==> src/rtl/ser_reg_pkg.sv <==
package ser_reg_pkg;
  localparam int unsigned ADDR_CTRL  = 0;
  localparam int unsigned ADDR_OFS0  = 1;
  localparam int unsigned ADDR_GAIN0 = 4;
  localparam int unsigned NUM_COLOUR = 3;
endpackage

==> src/rtl/ser_sync.sv <==
module ser_sync #(
  parameter int unsigned N      = 3,
  parameter int unsigned STAGES = 2,
  parameter logic [N-1:0] RST   = '0
) (
  input  logic         clk_i,
  input  logic         rst_ni,
  input  logic [N-1:0] d_i,
  output logic [N-1:0] q_o,
  output logic [N-1:0] rise_o,
  output logic [N-1:0] fall_o
);
  logic [N-1:0] st [STAGES];
  logic [N-1:0] prev;

  always_ff @(posedge clk_i or negedge rst_ni) begin
    if (!rst_ni) begin
      for (int s = 0; s < STAGES; s++) st[s] <= RST;
      prev <= RST;
    end else begin
      st[0] <= d_i;
      for (int s = 1; s < STAGES; s++) st[s] <= st[s-1];
      prev <= st[STAGES-1];
    end
  end

  assign q_o    = st[STAGES-1];
  assign rise_o = st[STAGES-1] & ~prev;
  assign fall_o = ~st[STAGES-1] & prev;
endmodule

==> src/rtl/ser_frame_dec.sv <==
module ser_frame_dec #(
  parameter int unsigned DW = 8,
  parameter int unsigned AW = 3,
  localparam int unsigned FB = 2 * DW,
  localparam int unsigned CW = $clog2(FB + 1),
  localparam int unsigned FW = $clog2(DW + 1)
) (
  input  logic          clk_i,
  input  logic          rst_ni,
  input  logic          frame_lvl_i,
  input  logic          frame_fall_i,
  input  logic          frame_rise_i,
  input  logic          sclk_rise_i,
  input  logic          sclk_fall_i,
  input  logic          sdata_i,
  input  logic [DW-1:0] rd_data_i,
  output logic [AW-1:0] rd_addr_o,
  output logic          wr_en_o,
  output logic [AW-1:0] wr_addr_o,
  output logic [DW-1:0] wr_data_o,
  output logic          sdo_o,
  output logic          oe_o,
  output logic [CW-1:0] bit_cnt_o
);
  logic [FB-1:0] sh;
  logic [CW-1:0] cnt;
  logic [FW-1:0] fcnt;
  logic [DW-1:0] osh;
  logic          oe_q;
  logic          active;

  assign active = ~frame_lvl_i;

  always_ff @(posedge clk_i or negedge rst_ni) begin
    if (!rst_ni) begin
      sh   <= '0;
      cnt  <= '0;
      fcnt <= '0;
      osh  <= '0;
      oe_q <= 1'b0;
    end else if (frame_fall_i) begin
      sh   <= '0;
      cnt  <= '0;
      fcnt <= '0;
      oe_q <= 1'b0;
    end else if (frame_rise_i) begin
      oe_q <= 1'b0;
    end else if (active) begin
      if (sclk_rise_i && cnt != CW'(FB)) begin
        sh  <= {sh[FB-2:0], sdata_i};
        cnt <= cnt + 1'b1;
      end
      if (sclk_fall_i) begin
        if (fcnt != FW'(DW)) fcnt <= fcnt + 1'b1;
        // header complete: direction flag sits at sh[DW-1]
        if (fcnt == FW'(DW - 1) && cnt == CW'(DW) && sh[DW-1]) begin
          oe_q <= 1'b1;
          osh  <= rd_data_i;
        end else if (oe_q) begin
          osh <= {osh[DW-2:0], 1'b0};
        end
      end
    end
  end

  assign rd_addr_o = sh[DW-2 -: AW];
  assign wr_en_o   = frame_rise_i && cnt == CW'(FB) && !sh[FB-1];
  assign wr_addr_o = sh[FB-2 -: AW];
  assign wr_data_o = sh[DW-1:0];
  assign sdo_o     = osh[DW-1];
  assign oe_o      = oe_q;
  assign bit_cnt_o = cnt;
endmodule

==> src/rtl/ser_regs.sv <==
module ser_regs #(
  parameter int unsigned DW = 8,
  parameter int unsigned AW = 3,
  localparam int unsigned NREG = 1 << AW
) (
  input  logic               clk_i,
  input  logic               rst_ni,
  input  logic               we_i,
  input  logic [AW-1:0]      waddr_i,
  input  logic [DW-1:0]      wdata_i,
  input  logic [AW-1:0]      raddr_i,
  output logic [DW-1:0]      rdata_o,
  output logic [NREG*DW-1:0] regs_o
);
  logic [DW-1:0] mem [NREG];

  always_ff @(posedge clk_i or negedge rst_ni) begin
    if (!rst_ni) begin
      for (int k = 0; k < NREG; k++) mem[k] <= '0;
    end else if (we_i) begin
      mem[waddr_i] <= wdata_i;
    end
  end

  assign rdata_o = mem[raddr_i];

  for (genvar g = 0; g < NREG; g++) begin : g_flat
    assign regs_o[g*DW +: DW] = mem[g];
  end
endmodule

==> src/rtl/ser_reg_port.sv <==
module ser_reg_port
  import ser_reg_pkg::*;
#(
  parameter int unsigned DW = 8,
  parameter int unsigned AW = 3
) (
  input  logic                   clk_i,
  input  logic                   rst_ni,
  input  logic                   sclk_i,
  input  logic                   frame_ni,
  input  logic                   sdata_i,
  output logic                   sdata_o,
  output logic                   sdata_oe_o,
  output logic [DW-1:0]          ctrl_o,
  output logic [NUM_COLOUR*DW-1:0] offset_o,
  output logic [NUM_COLOUR*DW-1:0] gain_o
);
  localparam int unsigned NREG = 1 << AW;
  localparam int unsigned CW   = $clog2(2 * DW + 1);

  logic [2:0] pin_q, pin_rise, pin_fall;
  logic          sclk_rise, sclk_fall, frame_lvl, frame_rise, frame_fall, sdata_s;
  logic [AW-1:0] rd_addr, wr_addr;
  logic [DW-1:0] rd_data, wr_data;
  logic          wr_en;
  logic [CW-1:0] bit_cnt;
  logic [NREG*DW-1:0] regs_flat;

  // bit 0 sclk, bit 1 strobe, bit 2 data
  ser_sync #(.N(3), .STAGES(2), .RST(3'b010)) u_sync (
    .clk_i  (clk_i),
    .rst_ni (rst_ni),
    .d_i    ({sdata_i, frame_ni, sclk_i}),
    .q_o    (pin_q),
    .rise_o (pin_rise),
    .fall_o (pin_fall)
  );

  assign sclk_rise  = pin_rise[0];
  assign sclk_fall  = pin_fall[0];
  assign frame_lvl  = pin_q[1];
  assign frame_rise = pin_rise[1];
  assign frame_fall = pin_fall[1];
  assign sdata_s    = pin_q[2];

  ser_frame_dec #(.DW(DW), .AW(AW)) u_dec (
    .clk_i        (clk_i),
    .rst_ni       (rst_ni),
    .frame_lvl_i  (frame_lvl),
    .frame_fall_i (frame_fall),
    .frame_rise_i (frame_rise),
    .sclk_rise_i  (sclk_rise),
    .sclk_fall_i  (sclk_fall),
    .sdata_i      (sdata_s),
    .rd_data_i    (rd_data),
    .rd_addr_o    (rd_addr),
    .wr_en_o      (wr_en),
    .wr_addr_o    (wr_addr),
    .wr_data_o    (wr_data),
    .sdo_o        (sdata_o),
    .oe_o         (sdata_oe_o),
    .bit_cnt_o    (bit_cnt)
  );

  ser_regs #(.DW(DW), .AW(AW)) u_regs (
    .clk_i   (clk_i),
    .rst_ni  (rst_ni),
    .we_i    (wr_en),
    .waddr_i (wr_addr),
    .wdata_i (wr_data),
    .raddr_i (rd_addr),
    .rdata_o (rd_data),
    .regs_o  (regs_flat)
  );

  assign ctrl_o   = regs_flat[ADDR_CTRL*DW +: DW];
  assign offset_o = regs_flat[ADDR_OFS0*DW +: NUM_COLOUR*DW];
  assign gain_o   = regs_flat[ADDR_GAIN0*DW +: NUM_COLOUR*DW];
endmodule

==> config.mk <==
export PLATFORM = sky130hd
export DESIGN_NAME = ser_reg_port
export DESIGN_NICKNAME = d
export VERILOG_FILES = /design/src/rtl/ser_reg_pkg.sv /design/src/rtl/ser_sync.sv /design/src/rtl/ser_frame_dec.sv /design/src/rtl/ser_regs.sv /design/src/rtl/ser_reg_port.sv
export SDC_FILE = /design/constraint.sdc
export NUM_CORES = 1
export LEC_CHECK = 0
export ABC_CLOCK_PERIOD_IN_PS = 5200
export BUFFER_PORTS_ARGS = -buffer_cell sky130_fd_sc_hd__buf_2
export CAP_MARGIN = 20
export CORE_UTILIZATION = 40
export DETAILED_ROUTE_END_ITERATION = 7
export PLACE_DENSITY = 0.54
export SKIP_LAST_GASP = 1
export SLEW_MARGIN = 20
export SYNTH_ARGS = -nofsm -noshare
export SYNTH_HDL_FRONTEND = slang
export SYNTH_SLANG_ARGS = --single-unit
==> constraint.sdc <==
create_clock -name clk_i -period 5.2 [get_ports clk_i]
set_input_delay 0.26 -clock clk_i [delete_from_list [all_inputs] [get_ports clk_i]]
set_output_delay 0.26 -clock clk_i [all_outputs]
set_load 0.005 [all_outputs]
==> impl_results.md, run 1 <==
* Critical path class: register to register
* Post-CTS sizing at 0
* Syn Area/Cell at between 10 and 15 µm²
* Clock Sinks at approximately 110
* Combinational Power Share at under 10%
* Largest family of logic cells by synthesized area: multiplexers
* R2r worst-path depth at 5
* GRT Util Overall at ~17%
* Worst hold path type: primary input to register
* Share of cells above drive strength 1 at approximately two fifths
* Period utilization at roughly 54%
* Worst slew margin at 29.7%
* Grt total ovfl at 0
* Critical path endpoint category: register
* Met2 wire length at 5000 µm
* Fin crit period at 2.82 ns
* XOR/XNOR Fraction of Synth Area at 0.337%
* Drt wl/cell at 18.3 µm
* Initial Utilization at about two fifths
* Synthesis Warnings at 0
* Vias at about 3.0k
* Met3 routed WL at around 400 µm
* CP max FO at 13
* Final #Nets at between 400 and 500
* EDFF count, synth at 0
* Syn Nets at 419
* Max layer used: met4
* Worst hold path depth at 1
* Async S/R FF share, synth at 100%
* RSZ-0062 raised after global routing: no
* Core region area at ~13000 µm²
* Die ar. at between 10000 and 15000 µm²
* CTS H-tree lvls at 3
* Switching Share at 21.6%
* Simple-Gate Fraction of Synth Area at 7.48%
* Outcome: completed
* Internal at 0.00129 W
* Post-route DRC at 0
* Worst path required time at 5.43 ns
* Slew @ Worst Pin at between 1 and 1.5 ns
* Type of origin of the critical path: register
* CP peak stage delay at between 0.7 and 0.8 ns
* Most frequent cells in the layout: dfrtp_1 (103), mux2_2 (66), buf_2 (61), mux2i_1 (17), a22o_1 (16)
* Sequential-to-total area share from yosys stat at between 50% and 60%
* Net switching power at 0.000356 W
* TritonCTS clock tree: done
* Largest net degree at the start of global routing at 57
* CTS Buffer Depth at 2
* 1st-iter DRT viols at between 100 and 150
* Final Hold Viols at 0
* Fraction of synthesized area in multiplexers at between 20% and 30%
* Vias/cell at approximately 5
* WP data arrival at between 3 and 4 ns
* Post-synthesis compound-gate area fraction at under 10%
* Buffers on Ports at between 60 and 70
* First-pass GRT wire length at roughly 17000 µm
* Synth Instances at roughly 410
* DIE WIDTH at between 100 and 150 µm
* Post-DRT Antenna Nets at 0
* Antenna fix cells at 0
* Crit-path leading delay family: simple AND/OR/NAND/NOR gates
* TritonCTS Buffers at 9
* Area grow syn2layout at 7.07%
* Stages on worst setup path at 5
* Max-Cap Viols at 0
* Hpwl dp at about 7300 µm
* DRT Pass-1 Iters at 4
* Setup violations, final at 0
* Final Worst Setup Slack at 2.38 ns
* Max IR drop VDD at 0.178 mV
* Final Wtd Congestion at approximately 0.73
* Vias in the first global route at 2956
* Mapped Area at between 5000 and 6000 µm²
* Critical path buffers and inverters at 1
* Reg power frac at roughly 52%
* Ys flop type: dfrtp_1
* CTS root buf: clkbuf_16
* Io pins at 63
* Setup Skew at between 0.007 and 0.008 ns
* Commonest non-fill, non-tap cell in the layout: dfrtp_1
* Total negative slack at 0 ns
* CP max stage cell: or4b_1
* Power share of the clock group at a little over two fifths
* Yosys reg bits at around 110
* Clock transition at path regs at about 0.07 ns
* Clock latency on the worst-skew pair at 0.34 ns
* F_max at approximately 350 MHz
* Leak pwr at about 2.7 nW
* WL final at around 11000 µm
* Chip height at 116 µm
* Row Count at 41
* Crit-path cells: ha_1, inv_1, or4b_1, nor3b_4, mux2_2
* Post-Route M1 WL at about 5100 µm
* Antenna violations before repair at 0
* Yosys cell types at 44
* Adder-cell share of the synthesized area at 1.68%
* PwrDens at between 200 and 300 nW/µm²
* Slew Viols, Final at 0
* Place WS at roughly 2.4 ns
-- worst reg2reg max path: cells and delay by family (launching register included) --
family / cells / cell delay [ns]
fa+ha+maj: 1 / 0.41
flops: 1 / 0.57
buf+inv: 1 / 0.09
mux: 1 / 0.40
simple gates: 2 / 1.23
-- cell type report --
type / count / area [µm²]
clock buffers: 12 / 236
clock inverters: 4 / 76.3
fillers: 1195 / 7100
inverters: 8 / 30.0
multi-input cells: 213 / 2000
flip-flops and latches: 106 / 2660
well taps: 172 / 215
repair buffers: 67 / 355
-- flip-flops by register name, summed over array words and instances (netlist names), 2 cells and up --
signal,cells
u_dec.bit_cnt_o,5
u_dec.fcnt,4
u_dec.osh,8
u_dec.sh,16
u_regs.regs_o,64
u_sync.prev,2
u_sync.q_o,3
u_sync.st,3
-- stage by stage --
stage / power, W / util [%] / hold WS (ns) / cells / cell area (µm²)
6_report: 0.00165 / 44.0 / 0.0207 / 582 / 5570
5_1_grt: 0.00172 / 44.0 / 0.000346 / 582 / 5570
4_1_cts: 0.00168 / 44.0 / 0.00199 / 582 / 5570
3_5_place_dp: 0.000953 / 41.4 / 0.336 / 564 / 5240
3_3_place_gp: 0.000950 / 41.4 / 0.336 / 564 / 5240
2_1_floorplan: 0.000917 / - / -0.0356 / 407 / 5200
-- Yosys cell counts (4+ instances only) --
library cell,number,area (µm²)
ha_1,7,87.6
buf_2,4,20.0
buf_4,56,420
nand3_1,9,45.0
mux4_2,9,203
dfrtp_1,103,2580
a2bb2oi_1,7,61.3
nand2_1,11,41.3
mux2_2,66,743
mux2i_1,17,170
a21oi_1,6,30.0
nor2b_1,5,31.3
a22o_1,16,140
clkbuf_1,14,52.6
o2111ai_1,4,35.0
nand2b_1,5,31.3
a211oi_1,7,52.6
buf_1,6,22.5
inv_1,8,30.0
nor2_1,8,30.0
-- final timing paths --
kind	start	end	slack (ns)
worst max-delay path	u_sync.q_o[1]	u_regs.regs_o[19]	2.38
worst min-delay path	sdata_i	u_sync.st[5]	0.02
worst max register to register	u_sync.q_o[1]	u_regs.regs_o[19]	2.38
worst min register to register	u_sync.st[3]	u_sync.q_o[0]	0.35
max in group asynchronous	rst_ni	u_regs.regs_o[51]	3.55
min in group asynchronous	rst_ni	u_regs.regs_o[36]	0.48
-- per-layer routing --
layer / vias up / track usage, %
li1: 1401 / -
met3: 9 / 3.40
met2: 65 / 26.0
met4: 0 / 5.38
met1: 1509 / 24.4
met5: - / 0
-- cells by family after synthesis --
group | Yosys count
AOI/OAI and AO/OA | 51
xor gates and xnor gates | 2
adders and majority gates | 7
buffers and inverters | 88
DFF | 106
muxes | 92
and+or+nand+nor | 61
-- power groups by stage --
| stage | Sequential (W) | Clock (W) | Combinational (W) |
|---|---|---|---|
| floorplan | 0.000869 | 0 | 0.0000481 |
| global placement | 0.000876 | 0 | 0.0000739 |
| detailed placement | 0.000876 | 0 | 0.0000766 |
| CTS | 0.000861 | 0.000740 | 0.0000778 |
| global route | 0.000864 | 0.000765 | 0.0000896 |
| finish | 0.000861 | 0.000714 | 0.0000748 |
-- what timing repair did --
item                                   CTS  global route
hold buffers                             2             0
endpoints found under the hold margin   51             0
setup buffers                            0             0
No activity file was read; power rests on OpenSTA's default activity.
==> run 2: changes to the inputs <==
--- a/config.mk
+++ b/config.mk
@@ -5,12 +5,12 @@
 export SDC_FILE = /design/constraint.sdc
 export NUM_CORES = 1
 export LEC_CHECK = 0
-export ABC_CLOCK_PERIOD_IN_PS = 5200
+export ABC_CLOCK_PERIOD_IN_PS = 2500
 export BUFFER_PORTS_ARGS = -buffer_cell sky130_fd_sc_hd__buf_2
 export CAP_MARGIN = 20
 export CORE_UTILIZATION = 40
 export DETAILED_ROUTE_END_ITERATION = 7
-export PLACE_DENSITY = 0.54
+export PLACE_DENSITY = 0.57
 export SKIP_LAST_GASP = 1
 export SLEW_MARGIN = 20
 export SYNTH_ARGS = -nofsm -noshare
==> constraint.sdc (replaced) <==
create_clock -name clk_i -period 2.5 [get_ports clk_i]
set_input_delay 0.125 -clock clk_i [delete_from_list [all_inputs] [get_ports clk_i]]
set_output_delay 0.125 -clock clk_i [all_outputs]
set_load 0.005 [all_outputs]
==> run 2 against run 1 <==
Effect of this change: combinational power increased by 120%; count of clock-buffer cells in the layout decreased by 2; clock skew decreased by 0.0017 ns; via count increased by 3.7%; core utilization increased by 1.6 points; largest cell class unchanged.
==> impl_results.md, run 2 (synthesis results as in run 1) <==
* Vias/cell at 5.18 (+1.1%)
* DRT Pass-1 Iters at 6 (+2)
* Die ar. at 13500 µm² (unchanged)
* Vias in the first global route at 3171 (+7.3%)
* Clock Sinks at 106 (unchanged)
* WP data arrival at 2.51 ns (-0.53 ns)
* Vias at 3094 (+3.7%)
* Reg power frac at 52.7% (+0.5 points)
* Antenna fix cells at 0 (unchanged)
* 1st-iter DRT viols at 171 (+43%)
* Switching Share at 21.2% (-0.32 points)
* R2r endpoint: u_regs.regs_o[18]
* TritonCTS Buffers at 9 (unchanged)
* CTS Buffer Depth at 2 (unchanged)
* Final #Nets at 435 (+4.3%)
* Period utilization at 91.5% (+37 points)
* Worst path required time at 2.72 ns (-2.71 ns)
* Placed Area at 5420 µm² (+3.3%)
* CTS root buf: clkbuf_16
* Critical path endpoint category: register
* Clock transition at path regs at 0.07 ns (about the same)
* Buffers on Ports at 62 (unchanged)
* Initial Utilization at 41.1% (unchanged)
* Drt wl/cell at 18.6 µm (+1.7%)
* Place WS at -0.0213 ns (-2.40 ns)
* Commonest non-fill, non-tap cell in the layout: dfrtp_1
* Type of origin of the critical path: register
* RSZ-0062 raised after global routing: no
* Worst slew margin at 53.8% (+24 points)
* Clock latency on the worst-skew pair at 0.34 ns (about the same)
* Slew Viols, Final at 0 (unchanged)
* TritonCTS clock tree: done
* Critical path class: register to register
* Max-Cap Viols at 0 (unchanged)
* Post-DRT Antenna Nets at 0 (unchanged)
* Net switching power at 0.000722 W (+100%)
* Slew @ Worst Pin at 0.693 ns (-0.362 ns)
* Fin crit period at 2.29 ns (-0.530 ns)
* F_max at 437 MHz (+23%)
* Setup violations, final at 0 (unchanged)
* Max reg flops at 64 (unchanged)
* Largest net degree at the start of global routing at 78 (+37%)
* Grt total ovfl at 0 (unchanged)
* Final Worst Setup Slack at 0.213 ns (-2.17 ns)
* WL final at 11100 µm (+4.3%)
* Antenna violations before repair at 0 (unchanged)
* Leak pwr at 2.80 nW (+4.0%)
* CP max FO at 8 (-5)
* Io pins at 63 (unchanged)
* Worst hold path type: primary input to async pin
* Setup Skew at 0.00588 ns (-0.00166 ns)
* Final Wtd Congestion at 0.734 (-0.12%)
* R2r startpoint: u_dec.bit_cnt_o[0]
* Post-layout util at 45.6% (+1.6 points)
* Most frequent cells in the layout: dfrtp_1 (103), mux2_2 (66), buf_2 (61), mux2i_1 (17), a22o_1 (16)
* Area grow syn2layout at 11.0%
* Row Count at 41 (unchanged)
* Max IR drop VDD at 0.356 mV (+100%)
* Hold slack at 0.261 ns (+0.241 ns)
* DIE WIDTH at 116 µm (unchanged)
* Outcome: completed
* Final Hold Viols at 0 (unchanged)
* Share of cells above drive strength 1 at 41.9% (+2.4 points)
* R2R Setup Slk at 0.21 ns (-2.17 ns)
* First-pass GRT wire length at 17900 µm (+6.8%)
* R2r worst-path depth at 7 (+2)
* Hpwl dp at 7730 µm (+5.7%)
* GRT Util Overall at 17.9% (+0.89 points)
* Combinational Power Share at 4.9% (+0.4 points)
* Post-route DRC at 0 (unchanged)
* Power share of the clock group at 42.5% (-0.8 points)
* Chip height at 116 µm (unchanged)
* PwrDens at 589 nW/µm² (+99%)
* Design area at 5780 µm² (+3.6%)
* CTS H-tree lvls at 3 (unchanged)
* Core region area at 12700 µm² (unchanged)
* Internal at 0.00268 W (+110%)
-- run 2: how the worst max path moves through the flow --
stage / from / end / slack, ns / cells past startpoint
after CTS: u_dec.bit_cnt_o[0] / u_regs.regs_o[18] / 0.07 / 7
final: u_dec.bit_cnt_o[0] / u_regs.regs_o[18] / 0.21 / 7
after detailed placement: u_dec.bit_cnt_o[0] / u_regs.regs_o[14] / -0.02 / 6
after global routing: u_dec.bit_cnt_o[0] / u_regs.regs_o[14] / 0.10 / 7
after global placement: u_dec.bit_cnt_o[0] / u_regs.regs_o[14] / 0.04 / 6
after floorplan: u_sync.q_o[1] / u_regs.regs_o[10] / 0.20 / 6
-- run 2: through the flow --
step                cells  TNS (ns)  power, W
global placement      579         0   0.00198
CTS                   597         0   0.00346
floorplan             407         0   0.00191
finish                597         0   0.00340
global route          597         0   0.00354
detailed placement    579    -0.143   0.00199
-- run 2: power by group through the flow --
stage	Combinational [W]	Clock (W)	Sequential, W
final	0.000165	0.00145	0.00179
after global routing	0.000197	0.00155	0.00180
after CTS	0.000171	0.00149	0.00179
after detailed placement	0.000165	0	0.00182
after global placement	0.000158	0	0.00182
after floorplan	0.000100	0	0.00181
-- run 2: area by class of cell --
cell class | instances | area [µm²]
sequential | 106 | 2660
multi-input combinational | 213 | 2010
fill | 1184 | 6900
timing repair buffer | 85 | 571
tap | 172 | 215
inverter | 8 | 30.0
clock inverter | 3 | 67.6
clock buffer | 10 | 229
-- run 2: worst max-delay path: stages (launching register included) --
cell	delay, ns
dfrtp_1	0.42
inv_1	0.08
ha_1	0.15
and4bb_2	0.26
or4b_4	0.54
nor3b_4	0.24
buf_12	0.16
mux2_2	0.33
-- run 2: repair_timing --
action,CTS,global route
buffers inserted,1,0
pin swaps,1,0
setup endpoints to repair,8,24
endpoints found under the hold margin,32,0
resized for setup,0,1
hold buffers,4,0
-- run 2: per-layer routing --
metal / global-route usage [%] / vias to the layer above / wire length (µm)
li1: - / 1435 / -
met1: 25.0 / 1594 / 5240
met2: 27.8 / 54 / 5340
met3: 4.08 / 11 / 375
met4: 5.47 / 0 / 165
met5: 0 / - / 0
==> run 3: changes to the inputs <==
--- a/config.mk
+++ b/config.mk
@@ -5,12 +5,13 @@
 export SDC_FILE = /design/constraint.sdc
 export NUM_CORES = 1
 export LEC_CHECK = 0
+export ABC_AREA = 1
 export ABC_CLOCK_PERIOD_IN_PS = 2500
 export BUFFER_PORTS_ARGS = -buffer_cell sky130_fd_sc_hd__buf_2
 export CAP_MARGIN = 20
-export CORE_UTILIZATION = 40
+export CORE_UTILIZATION = 45
 export DETAILED_ROUTE_END_ITERATION = 7
-export PLACE_DENSITY = 0.57
+export PLACE_DENSITY = 0.63
 export SKIP_LAST_GASP = 1
 export SLEW_MARGIN = 20
 export SYNTH_ARGS = -nofsm -noshare
==> run 3 against run 2 <==
Effect of this change: the flow now finishes with violations (design-rule violations); final cell count is 34% higher; clock power increased by 5%; combinational power increased by 19%; area after synthesis grew 5.1%; hold slack improved by 0.054 ns; global-route usage grew 3.9 points; count of clock-buffer cells in the layout up 1.
==> impl_results.md, run 3 <==
* Post-CTS sizing at 0 (unchanged)
* Final Hold Viols at 0 (unchanged)
* Final Wtd Congestion at 0.814 (+11%)
* Max IR drop VDD at 0.274 mV (-23%)
* Share of cells above drive strength 1 at 19.3% (-23 points)
* Final Worst Setup Slack at 0.393 ns (+0.180 ns)
* Power share of the clock group at 43.3% (+0.8 points)
* Net switching power at 0.000808 W (+12%)
* Commonest non-fill, non-tap cell in the layout: nand2_1
* Post-CTS Setup Bufs at 0 (-1)
* Yosys cell types at 30 (-32%)
* DRT Pass-1 Iters at 7 (+1)
* Fin crit period at 2.11 ns (-0.180 ns)
* Core region area at 11600 µm² (-8.3%)
* Io pins at 63 (unchanged)
* Clock Sinks at 106 (unchanged)
* Clock latency on the worst-skew pair at 0.35 ns (about the same)
* Most frequent cell after synthesis: nand2_1
* Initial Utilization at 47.1% (+6.0 points)
* Outcome: finished with violations
* PwrDens at 603 nW/µm² (+2.3%)
* Top cells by count, synth: nand2_1 (167), dfrtp_1 (103), inv_1 (76)
* Worst path required time at 2.74 ns (+0.02 ns)
* Grt total ovfl at 0 (unchanged)
* Setup Skew at 0.00911 ns (+0.00323 ns)
* Worst hold path type: primary input to async pin
* Post-synth top area share at 47.1% (-2.4 points)
* Type of origin of the critical path: register
* Syn Nets at 662 (+58%)
* Max reg flops at 64 (unchanged)
* Crit-path cells: inv_1, ha_1, nor2_2, nand2_1, nor2_2, nand2_1, o21ai_0, a21oi_1
* Most frequent cells in the layout: nand2_1 (167), dfrtp_1 (103), inv_1 (76), buf_2 (61), nand3_1 (58)
* R2r startpoint: u_sync.q_o[1]
* CTS H-tree lvls at 3 (unchanged)
* First-pass GRT wire length at 20900 µm (+17%)
* EDFF count, synth at 0 (unchanged)
* Final #Nets at 665 (+53%)
* DIE WIDTH at 112 µm (-3.3%)
* Leak pwr at 2.85 nW (+1.5%)
* CTS root buf: clkbuf_16
* Synthesis Warnings at 0 (unchanged)
* Worst slew margin at 58.9% (+5.1 points)
* Combinational Power Share at 5.6% (+0.7 points)
* Setup violations, final at 0 (unchanged)
* Chip height at 112 µm (-3.3%)
* Syn Area/Cell at 8.42 µm² (-34%)
* TritonCTS Buffers at 9 (unchanged)
* WP data arrival at 2.35 ns (-0.16 ns)
* Failing checks: design-rule violations
* Synth Instances at 650 (+60%)
* CP max stage cell: dfstp_2
* CP startpoint: u_sync.q_o[1]
* Max-Cap Viols at 0 (unchanged)
* CTS Buffer Depth at 2 (unchanged)
* Area grow syn2layout at 6.24%
* Post-synth top area cell: dfrtp_1
* # hold bufs at CTS at 4 (unchanged)
* GRT Util Overall at 21.8% (+3.9 points)
* Antenna violations before repair at 0 (unchanged)
* Antenna fix cells at 0 (unchanged)
* Vias/cell at 5.14 (-0.87%)
* Internal at 0.00270 W (+0.61%)
* Yosys reg bits at 106 (unchanged)
* WL final at 12800 µm (+15%)
* RSZ-0062 raised after global routing: no
* Clock transition at path regs at 0.07 ns (about the same)
* Buffers on Ports at 62 (unchanged)
* CP peak stage delay at 0.60 ns (+0.06 ns)
* Total negative slack at 0 ns (unchanged)
* Place WS at 0.450 ns (+0.471 ns)
* TritonCTS clock tree: done
* F_max at 475 MHz (+8.5%)
* Post-DRT Antenna Nets at 0 (unchanged)
* Die ar. at 12600 µm² (-6.4%)
* Row Count at 39 (-4.9%)
* Switching Share at 23.1% (+1.8 points)
* Sequential-to-total area share from yosys stat at 48.5% (-2.5 points)
* Largest net degree at the start of global routing at 49 (-37%)
* Reg power frac at 51.1% (-1.6 points)
* Slew Viols, Final at 0 (unchanged)
* Hpwl dp at 8910 µm (+15%)
* CP max FO at 9 (+1)
* Ranking of synthesized cells by area: dfrtp_1 (47%), nand2_1 (11%), buf_4 (7.8%), nand3_1 (5.3%), inv_1 (5.2%)
* Slew @ Worst Pin at 0.617 ns (-0.0766 ns)
* Drt wl/cell at 16.0 µm (-14%)
* Ys flop type: dfrtp_1
* Critical path class: register to register
* Post-route DRC at 3 (+3)
* 1st-iter DRT viols at 379 (+120%)
* Async S/R FF share, synth at 100% (unchanged)
* Vias at 4115 (+33%)
* Mapped Area at 5470 µm² (+5.1%)
* Vias in the first global route at 3895 (+23%)
* Critical path endpoint category: register
* Period utilization at 84.3% (-7.2 points)
-- run 3: cell count changes in the layout (fill, tap and decap cells not counted), sizes merged, moves of 49 or more --
cell / delta
inv: +69
mux2: -66
nand2: +163
nand3: +49
o21ai: +76
-- run 3: logic make-up after synthesis --
logic type | share of synthesized area, %
AND/OR/NAND/NOR | 20.6
multiplexers | 0.183
flip-flops | 48.5
AO/OA/AOI/OAI | 12.4
adder cells (fa/ha/maj) | 1.60
buffers and inverters | 16.0
XOR/XNOR | 0.640
-- run 3: power groups by stage --
stage	combinational, W	clock (W)	sequential [W]
3_5_place_dp	0.000194	0	0.00182
2_1_floorplan	0.000117	0	0.00181
4_1_cts	0.000200	0.00153	0.00179
6_report	0.000196	0.00152	0.00179
3_3_place_gp	0.000185	0	0.00182
5_1_grt	0.000226	0.00161	0.00179
-- run 3: path summary, 6_finish.rpt --
check                           cells past startpoint                 to  slack, ns
worst max-delay path                                8       u_dec.osh[5]       0.39
worst min-delay path                                2  u_regs.regs_o[55]       0.32
worst max register to register                      8       u_dec.osh[5]       0.39
worst min register to register                      0      u_sync.q_o[2]       0.35
max in group asynchronous                           3       u_sync.st[4]       1.48
min in group clk_i                                  0      u_sync.q_o[2]       0.35
-- run 3: worst max-delay path, delay by kind of cell, from the launching register on --
kind	cells	cell delay (ns)
fa+ha+maj	1	0.30
flops	1	0.60
buf+inv	1	0.07
compound gates	2	0.26
simple gates	4	0.78
-- run 3: layout make-up --
| type | count | area, µm² |
|---|---|---|
| inverters | 77 | 289 |
| clock inverters | 5 | 78.8 |
| clock buffers | 11 | 233 |
| well taps | 143 | 179 |
| repair buffers | 74 | 438 |
| fillers | 1127 | 5800 |
| flip-flops and latches | 106 | 2660 |
| multi-input cells | 385 | 1940 |
-- run 3: routing by layer --
layer	track usage (%)	vias up	wire, µm
li1	-	2027	-
met1	31.2	1957	6020
met2	32.3	105	5800
met3	3.73	26	641
met4	10.0	0	357
met5	0	-	0
-- run 3: per-stage QoR --
| step | util, % | instance area [µm²] | power (W) | instances | hold slack (ns) |
|---|---|---|---|---|---|
| 2_1_floorplan | - | 5470 | 0.00193 | 650 | -0.171 |
| 3_3_place_gp | 47.0 | 5460 | 0.00200 | 781 | 0.145 |
| 3_5_place_dp | 47.0 | 5460 | 0.00202 | 781 | 0.160 |
| 4_1_cts | 50.1 | 5810 | 0.00352 | 801 | 0.343 |
| 5_1_grt | 50.1 | 5810 | 0.00363 | 801 | 0.357 |
| 6_report | 50.1 | 5810 | 0.00350 | 801 | 0.316 |
